[config.mk]
export PLATFORM = sky130hd
export DESIGN_NAME = cmux_frac_div
export DESIGN_NICKNAME = d
export VERILOG_FILES = /design/src/rtl/cmux_pkg.sv /design/src/rtl/cmux_src_pick.sv /design/src/rtl/cmux_div_field.sv /design/src/rtl/cmux_cfg_watch.sv /design/src/rtl/cmux_frac_acc.sv /design/src/rtl/cmux_frac_div.sv
export SDC_FILE = /design/constraint.sdc
export NUM_CORES = 1
export LEC_CHECK = 0
export BUFFER_PORTS_ARGS = -buffer_cell sky130_fd_sc_hd__buf_2
export CAP_MARGIN = 25
export CORE_UTILIZATION = 46
export DETAILED_ROUTE_END_ITERATION = 10
export PLACE_DENSITY = 0.77
export SLEW_MARGIN = 5
export SYNTH_ARGS = -nofsm -noshare
export SYNTH_HDL_FRONTEND = slang
export SYNTH_SLANG_ARGS = --single-unit
[constraint.sdc]
create_clock -name clk_i -period 3.27 [get_ports clk_i]
set_clock_uncertainty 0.1 [all_clocks]
set_input_delay 0.654 -clock clk_i [delete_from_list [all_inputs] [get_ports clk_i]]
set_output_delay 0.654 -clock clk_i [all_outputs]
set_load 0.01 [all_outputs]
[src/rtl/cmux_pkg.sv]
package cmux_pkg;
  localparam int NUM_SRC = 10;
  localparam int SEL_W   = 4;
  localparam int EN_BIT  = 4;
  localparam int INT_LSB = 12;
  localparam int WORD_W  = 32;

  typedef logic [SEL_W-1:0] sel_t;

  typedef struct packed {
    logic en;
    sel_t sel;
  } ctrl_t;

  function automatic ctrl_t unpack_ctrl(input logic [WORD_W-1:0] w);
    ctrl_t c;
    c.en  = w[EN_BIT];
    c.sel = w[SEL_W-1:0];
    return c;
  endfunction
endpackage

[src/rtl/cmux_src_pick.sv]
module cmux_src_pick
  import cmux_pkg::*;
#(
  parameter int N = NUM_SRC
) (
  input  logic [N-1:0] src_i,
  input  sel_t         sel_i,
  output logic         tick_o
);
  logic unused_gnd;
  assign unused_gnd = src_i[0];

  // index 0 and out-of-range selects read as ground
  always_comb begin
    tick_o = 1'b0;
    for (int k = 1; k < N; k++) begin
      if (sel_i == SEL_W'(k)) tick_o = src_i[k];
    end
  end
endmodule

[src/rtl/cmux_div_field.sv]
module cmux_div_field
  import cmux_pkg::*;
#(
  parameter int INT_W  = 8,
  parameter int FRAC_W = 4,
  localparam int DIV_W = INT_W + FRAC_W
) (
  input  logic [WORD_W-1:0] div_i,
  output logic [DIV_W-1:0]  val_o,
  output logic              zero_o
);
  localparam int LSB = INT_LSB - FRAC_W;

  logic unused_word;
  assign unused_word = ^div_i;

  assign val_o  = div_i[LSB +: DIV_W];
  assign zero_o = (val_o == '0);
endmodule

[src/rtl/cmux_cfg_watch.sv]
module cmux_cfg_watch #(
  parameter int W = 8
) (
  input  logic         clk_i,
  input  logic         rst_ni,
  input  logic [W-1:0] cfg_i,
  output logic         chg_o
);
  logic [W-1:0] cfg_q;

  always_ff @(posedge clk_i or negedge rst_ni) begin
    if (!rst_ni) cfg_q <= '0;
    else         cfg_q <= cfg_i;
  end

  assign chg_o = (cfg_i != cfg_q);
endmodule

[src/rtl/cmux_frac_acc.sv]
module cmux_frac_acc #(
  parameter int DIV_W  = 12,
  parameter int FRAC_W = 4
) (
  input  logic             clk_i,
  input  logic             rst_ni,
  input  logic             run_i,
  input  logic             clr_i,
  input  logic             src_tick_i,
  input  logic [DIV_W-1:0] div_i,
  output logic             tick_o
);
  localparam int AW = DIV_W + 1;
  localparam logic [AW-1:0] STEP = AW'(1) << FRAC_W;

  logic [DIV_W-1:0] acc_q;
  logic [AW-1:0]    sum, rem, div_x;
  logic             hit;

  assign div_x = {1'b0, div_i};
  assign sum   = {1'b0, acc_q} + STEP;
  assign hit   = (sum >= div_x);
  assign rem   = sum - div_x;

  always_ff @(posedge clk_i or negedge rst_ni) begin
    if (!rst_ni) begin
      acc_q  <= '0;
      tick_o <= 1'b0;
    end else begin
      tick_o <= 1'b0;
      if (!run_i || clr_i || div_i == '0) begin
        acc_q <= '0;
      end else if (src_tick_i) begin
        if (hit) begin
          tick_o <= 1'b1;
          // divider below one: residue would overflow a single strobe
          acc_q  <= (rem >= div_x) ? '0 : rem[DIV_W-1:0];
        end else begin
          acc_q <= sum[DIV_W-1:0];
        end
      end
    end
  end
endmodule

[src/rtl/cmux_frac_div.sv]
module cmux_frac_div
  import cmux_pkg::*;
#(
  parameter int INT_W  = 8,
  parameter int FRAC_W = 4
) (
  input  logic               clk_i,
  input  logic               rst_ni,
  input  logic [NUM_SRC-1:0] src_tick_i,
  input  logic [WORD_W-1:0]  ctrl_i,
  input  logic [WORD_W-1:0]  div_i,
  output logic               busy_o,
  output logic               tick_o
);
  localparam int DIV_W = INT_W + FRAC_W;

  ctrl_t ctrl;
  logic  sel_tick;
  logic  unused_ctrl;

  assign ctrl        = unpack_ctrl(ctrl_i);
  assign unused_ctrl = ^ctrl_i;

  cmux_src_pick #(.N(NUM_SRC)) i_pick (
    .src_i  (src_tick_i),
    .sel_i  (ctrl.sel),
    .tick_o (sel_tick)
  );

  always_ff @(posedge clk_i or negedge rst_ni) begin
    if (!rst_ni) busy_o <= 1'b0;
    else         busy_o <= ctrl.en;
  end

  if (DIV_W == 0) begin : g_pass
    logic unused_div;
    assign unused_div = ^div_i;

    always_ff @(posedge clk_i or negedge rst_ni) begin
      if (!rst_ni) tick_o <= 1'b0;
      else         tick_o <= ctrl.en & sel_tick;
    end
  end else begin : g_div
    logic [DIV_W-1:0] div_val;
    logic             div_zero;
    logic             cfg_chg;

    cmux_div_field #(.INT_W(INT_W), .FRAC_W(FRAC_W)) i_field (
      .div_i  (div_i),
      .val_o  (div_val),
      .zero_o (div_zero)
    );

    cmux_cfg_watch #(.W(SEL_W + DIV_W)) i_watch (
      .clk_i  (clk_i),
      .rst_ni (rst_ni),
      .cfg_i  ({ctrl.sel, div_val}),
      .chg_o  (cfg_chg)
    );

    cmux_frac_acc #(.DIV_W(DIV_W), .FRAC_W(FRAC_W)) i_acc (
      .clk_i      (clk_i),
      .rst_ni     (rst_ni),
      .run_i      (ctrl.en & ~div_zero),
      .clr_i      (cfg_chg),
      .src_tick_i (sel_tick),
      .div_i      (div_val),
      .tick_o     (tick_o)
    );
  end
endmodule

==> out/results.txt <==
The flow ran to the end, but the final reports show violations. The checks that failed: setup timing. The clock latency on the worst-skew pair is 290 ps. First-pass GRT wire length: 12200 um. Sorting the synthesized cells by area gives the leading types as dfrtp_1, ha_1, xnor2_1. In the final routed layout, each cell accounts on average for 20.7 um. The share of the Yosys chip area taken by registers is 31.8%. In this run, synthesis inferred 0 flip-flops with an integrated enable. The area overhead of the layout relative to synthesis is 61.4%.

The worst-case IR drop observed on VDD is 0.000202 V. The pin slew with the least headroom to its limit is 710 ps, and the area of the die is 5410 um^2. The number of warnings issued by yosys is 0. The worst setup path is captured at a flip-flop. 0 antenna diodes ended up in the layout. Total number of nets in the final design: 468.

The delay contributed by the slowest stage of the critical path works out to 410 ps. Once placement completed, the tool counted placed cells totaling 402. The die is 73.6 um tall. Clock tree synthesis selected as its root buffer the cell clkbuf_8. The commonest cells after synthesis are dfrtp_1, ha_1, xnor2_1.

Routability-driven placement finished with a final weighted congestion of 0.951. Clock-pin slew was measured on the worst setup and hold paths at 80 ps. TritonCTS built the clock tree. Summed over all cells, the static leakage comes to 1.73 nW. The worst pin sits at a relative slew slack of 52.7%.

The synthesized design devotes to its leading area cell type 31.8% of total area. Post-synthesis sequential element count: 30. After synthesis, the mean cell area works out to 9.35 um^2.

Setup violations remaining at the end of the flow were counted as 12. Counting the fill cells in the layout gives 272. The number of hold buffers added after CTS is 0, and the wire length after detailed routing is 8990 um.

The logs give 30 for the number of clock sinks and 0 for the final-report hold violation count. The standard cell core area came out at 4820 um^2. The quantity of I/O buffers inserted on ports works out to 29.

The class of the tightest hold or removal check was input pin to asynchronous set/reset pin. The effective utilization at floorplan was 48.9%; the HPWL after detailed placement was 5180 um. Dividing the detail-routed via count by the number of cells gives 6.10.

The sum of overflow across all layers after global routing is 0, and the initial antenna violation count is 0. For the non-filler instance count after layout, the log shows 434. The run gives 301 as the starting DRC count in detailed routing. The biggest fanout along the worst timing path was 5; the number of rows in the core area was 25.

The unique cell type count in the Yosys netlist was 50; the share of post-route cells with drive strength above 1 was 50.4%. The core occupancy in the finished layout is 79.0%, and the critical path required time is 3330 ps. For the total DRC errors in the routed layout, the log shows 0.

For the buffer depth of the longest clock path, the log shows 2. The cell with the most instances on the worst path was o21a_1. The count of nets left with antenna violations once routing finished came out at 0.

The count of vias placed by the detailed router came out at 2649. The share of async-settable or async-resettable flops after synthesis is 100%. Counting I/O delays and the setup requirement, the final critical path takes 3760 ps.

Smallest hold slack: 302 ps. For the final worst-path setup slack, the log shows -488 ps. The worst setup path is launched from a flip-flop. The most frequent cell after synthesis was dfrtp_1.

The most used flip-flop cell after synthesis is dfrtp_1. The post-synthesis net count was 354. The pre-antenna-repair detailed-routing pass consisted of 5 iterations. Start-to-end type of the worst setup path: flip-flop to flip-flop.

The biggest area contributor in the post-synthesis netlist is dfrtp_1. The post-synthesis cell count came out at 252. Master of the slowest instance on the critical path: dfrtp_1. Derived from the worst setup path, the maximum achievable clock frequency is 266 MHz. In this run the power density over the cells is 298 nW/um^2. Setup repair after global routing could not meet its margin everywhere. The share of the clock period used by the worst path works out to 115%. Buffers inserted during clock tree synthesis total 5. The logs give 0 for the number of maximum-capacitance constraint violations and 2360 um^2 for the post-synthesis cell area. For this run, the total global-route usage over all layers was measured as 30.2%. The data arrival at the endpoint of the critical path was 3820 ps. Overall power consumption: 1.13 mW. The critical path goes through ha_4 > xor2_4 > ha_4 > o21ai_1 > o21bai_1 > o21a_1 > o21a_1 > o21a_1 > nor2_2 > ha_4 > o21a_1 > a21oi_2 > o2111ai_4 > o311ai_1.

The logs give 31 for the largest net degree at the start of global routing and 0 for the number of slew-limit violations in the final report. The via count of the first global-routing pass was 2569; the depth of the CTS H-tree was 2. In this run the count of I/O pins placed on the die edge is 78.

The die is 73.6 um wide.
## metal layers
layer	track usage (%)	up-vias	routed length, um
li1	-	1153	-
met1	37.5	1315	3590
met2	51.8	134	4380
met3	3.16	47	547
met4	15.6	0	469
met5	0	-	0
## state kept, by name, indices dropped and copies added (netlist names)
signal,count
g_div.i_acc.acc_q,12
g_div.i_acc.tick_o,1
busy_o,1
g_div.i_watch.cfg_q,16
## final cells by class
class                      instances  area [um^2]  area share [%]
multi-input combinational        199         1970            51.7
timing repair buffer             110          783            20.6
sequential                        30          753            19.8
tap                               67         83.8            2.20
clock buffer                       6         82.6            2.17
inverter                          20         75.1            1.97
clock inverter                     2         60.1            1.58
## layout by cell type (no fill, tap or decap), types with 4 or more instances in the layout
cell type,instances
buf_4,73
buf_2,29
dfrtp_1,28
inv_1,19
xnor2_1,19
nand2_1,16
ha_1,15
nand4_1,10
ha_4,9
buf_6,8
a21oi_1,7
a21oi_2,6
nor3_4,6
nor2_1,6
clkbuf_8,6
nand3_2,5
o21ai_1,5
o21a_1,5
xor2_1,5
nand2b_1,4
nor4_1,4
nand3_1,4
o2bb2ai_2,4
## per-stage QoR
| step | cell area (um^2) | setup slack (ps) | TNS (ps) |
|---|---|---|---|
| final | 3800 | -488 | -4360 |
| after floorplan | 2390 | 3.15 | 0 |
| after global routing | 3800 | -586 | -6020 |
| after global placement | 3030 | -418 | -4520 |
| after detailed placement | 3030 | -518 | -5790 |
| after CTS | 3500 | -266 | -2910 |
## worst max-delay path, delay by kind of cell, from the launching register on
family,cells,cell delay (ps)
xor+xnor,1,200
compound gates,9,1910
simple gates,1,260
fa+ha+maj,3,720
flops,1,410
## power breakdown
part / total (mW) / switching [mW] / internal [mW]
sequential: 0.386 / 0.00507 / 0.381
clock: 0.492 / 0.166 / 0.325
combinational: 0.256 / 0.134 / 0.122
## final timing paths
kind                                                  start                           endpoint  slack (ps)  cells past startpoint
min in group clk_i                                ctrl_i[4]                   busy_o$_DFF_PN0_         380                      1
max                        g_div.i_acc.acc_q[4]$_DFFE_PN0P_   g_div.i_acc.acc_q[8]$_DFFE_PN0P_        -490                     14
min reg2reg                g_div.i_acc.acc_q[2]$_DFFE_PN0P_   g_div.i_acc.acc_q[2]$_DFFE_PN0P_         420                      1
max reg2reg                g_div.i_acc.acc_q[4]$_DFFE_PN0P_   g_div.i_acc.acc_q[8]$_DFFE_PN0P_        -490                     14
max in group asynchronous                            rst_ni   g_div.i_acc.acc_q[7]$_DFFE_PN0P_        2270                      1
min                                                  rst_ni  g_div.i_watch.cfg_q[15]$_DFF_PN0_         300                      1
## kinds of logic (layout without fill, tap and decap cells)
kind of cell	Yosys count	count (layout)	share of synthesized area, %
compound gates	61	61	18.6
xor+xnor	31	31	11.5
fa+ha+maj	26	26	14.1
buf+inv	23	138	3.82
flops	30	30	31.8
mux	4	4	2.49
simple gates	77	77	17.6
## what timing repair did
item	4_1_cts	5_1_grt
pin swaps	25	26
endpoints found under the setup margin	12	13
hold endpoints to repair	0	0
buffers inserted	13	12
gates resized for setup	41	43
Power figures use the tool's default switching activity.
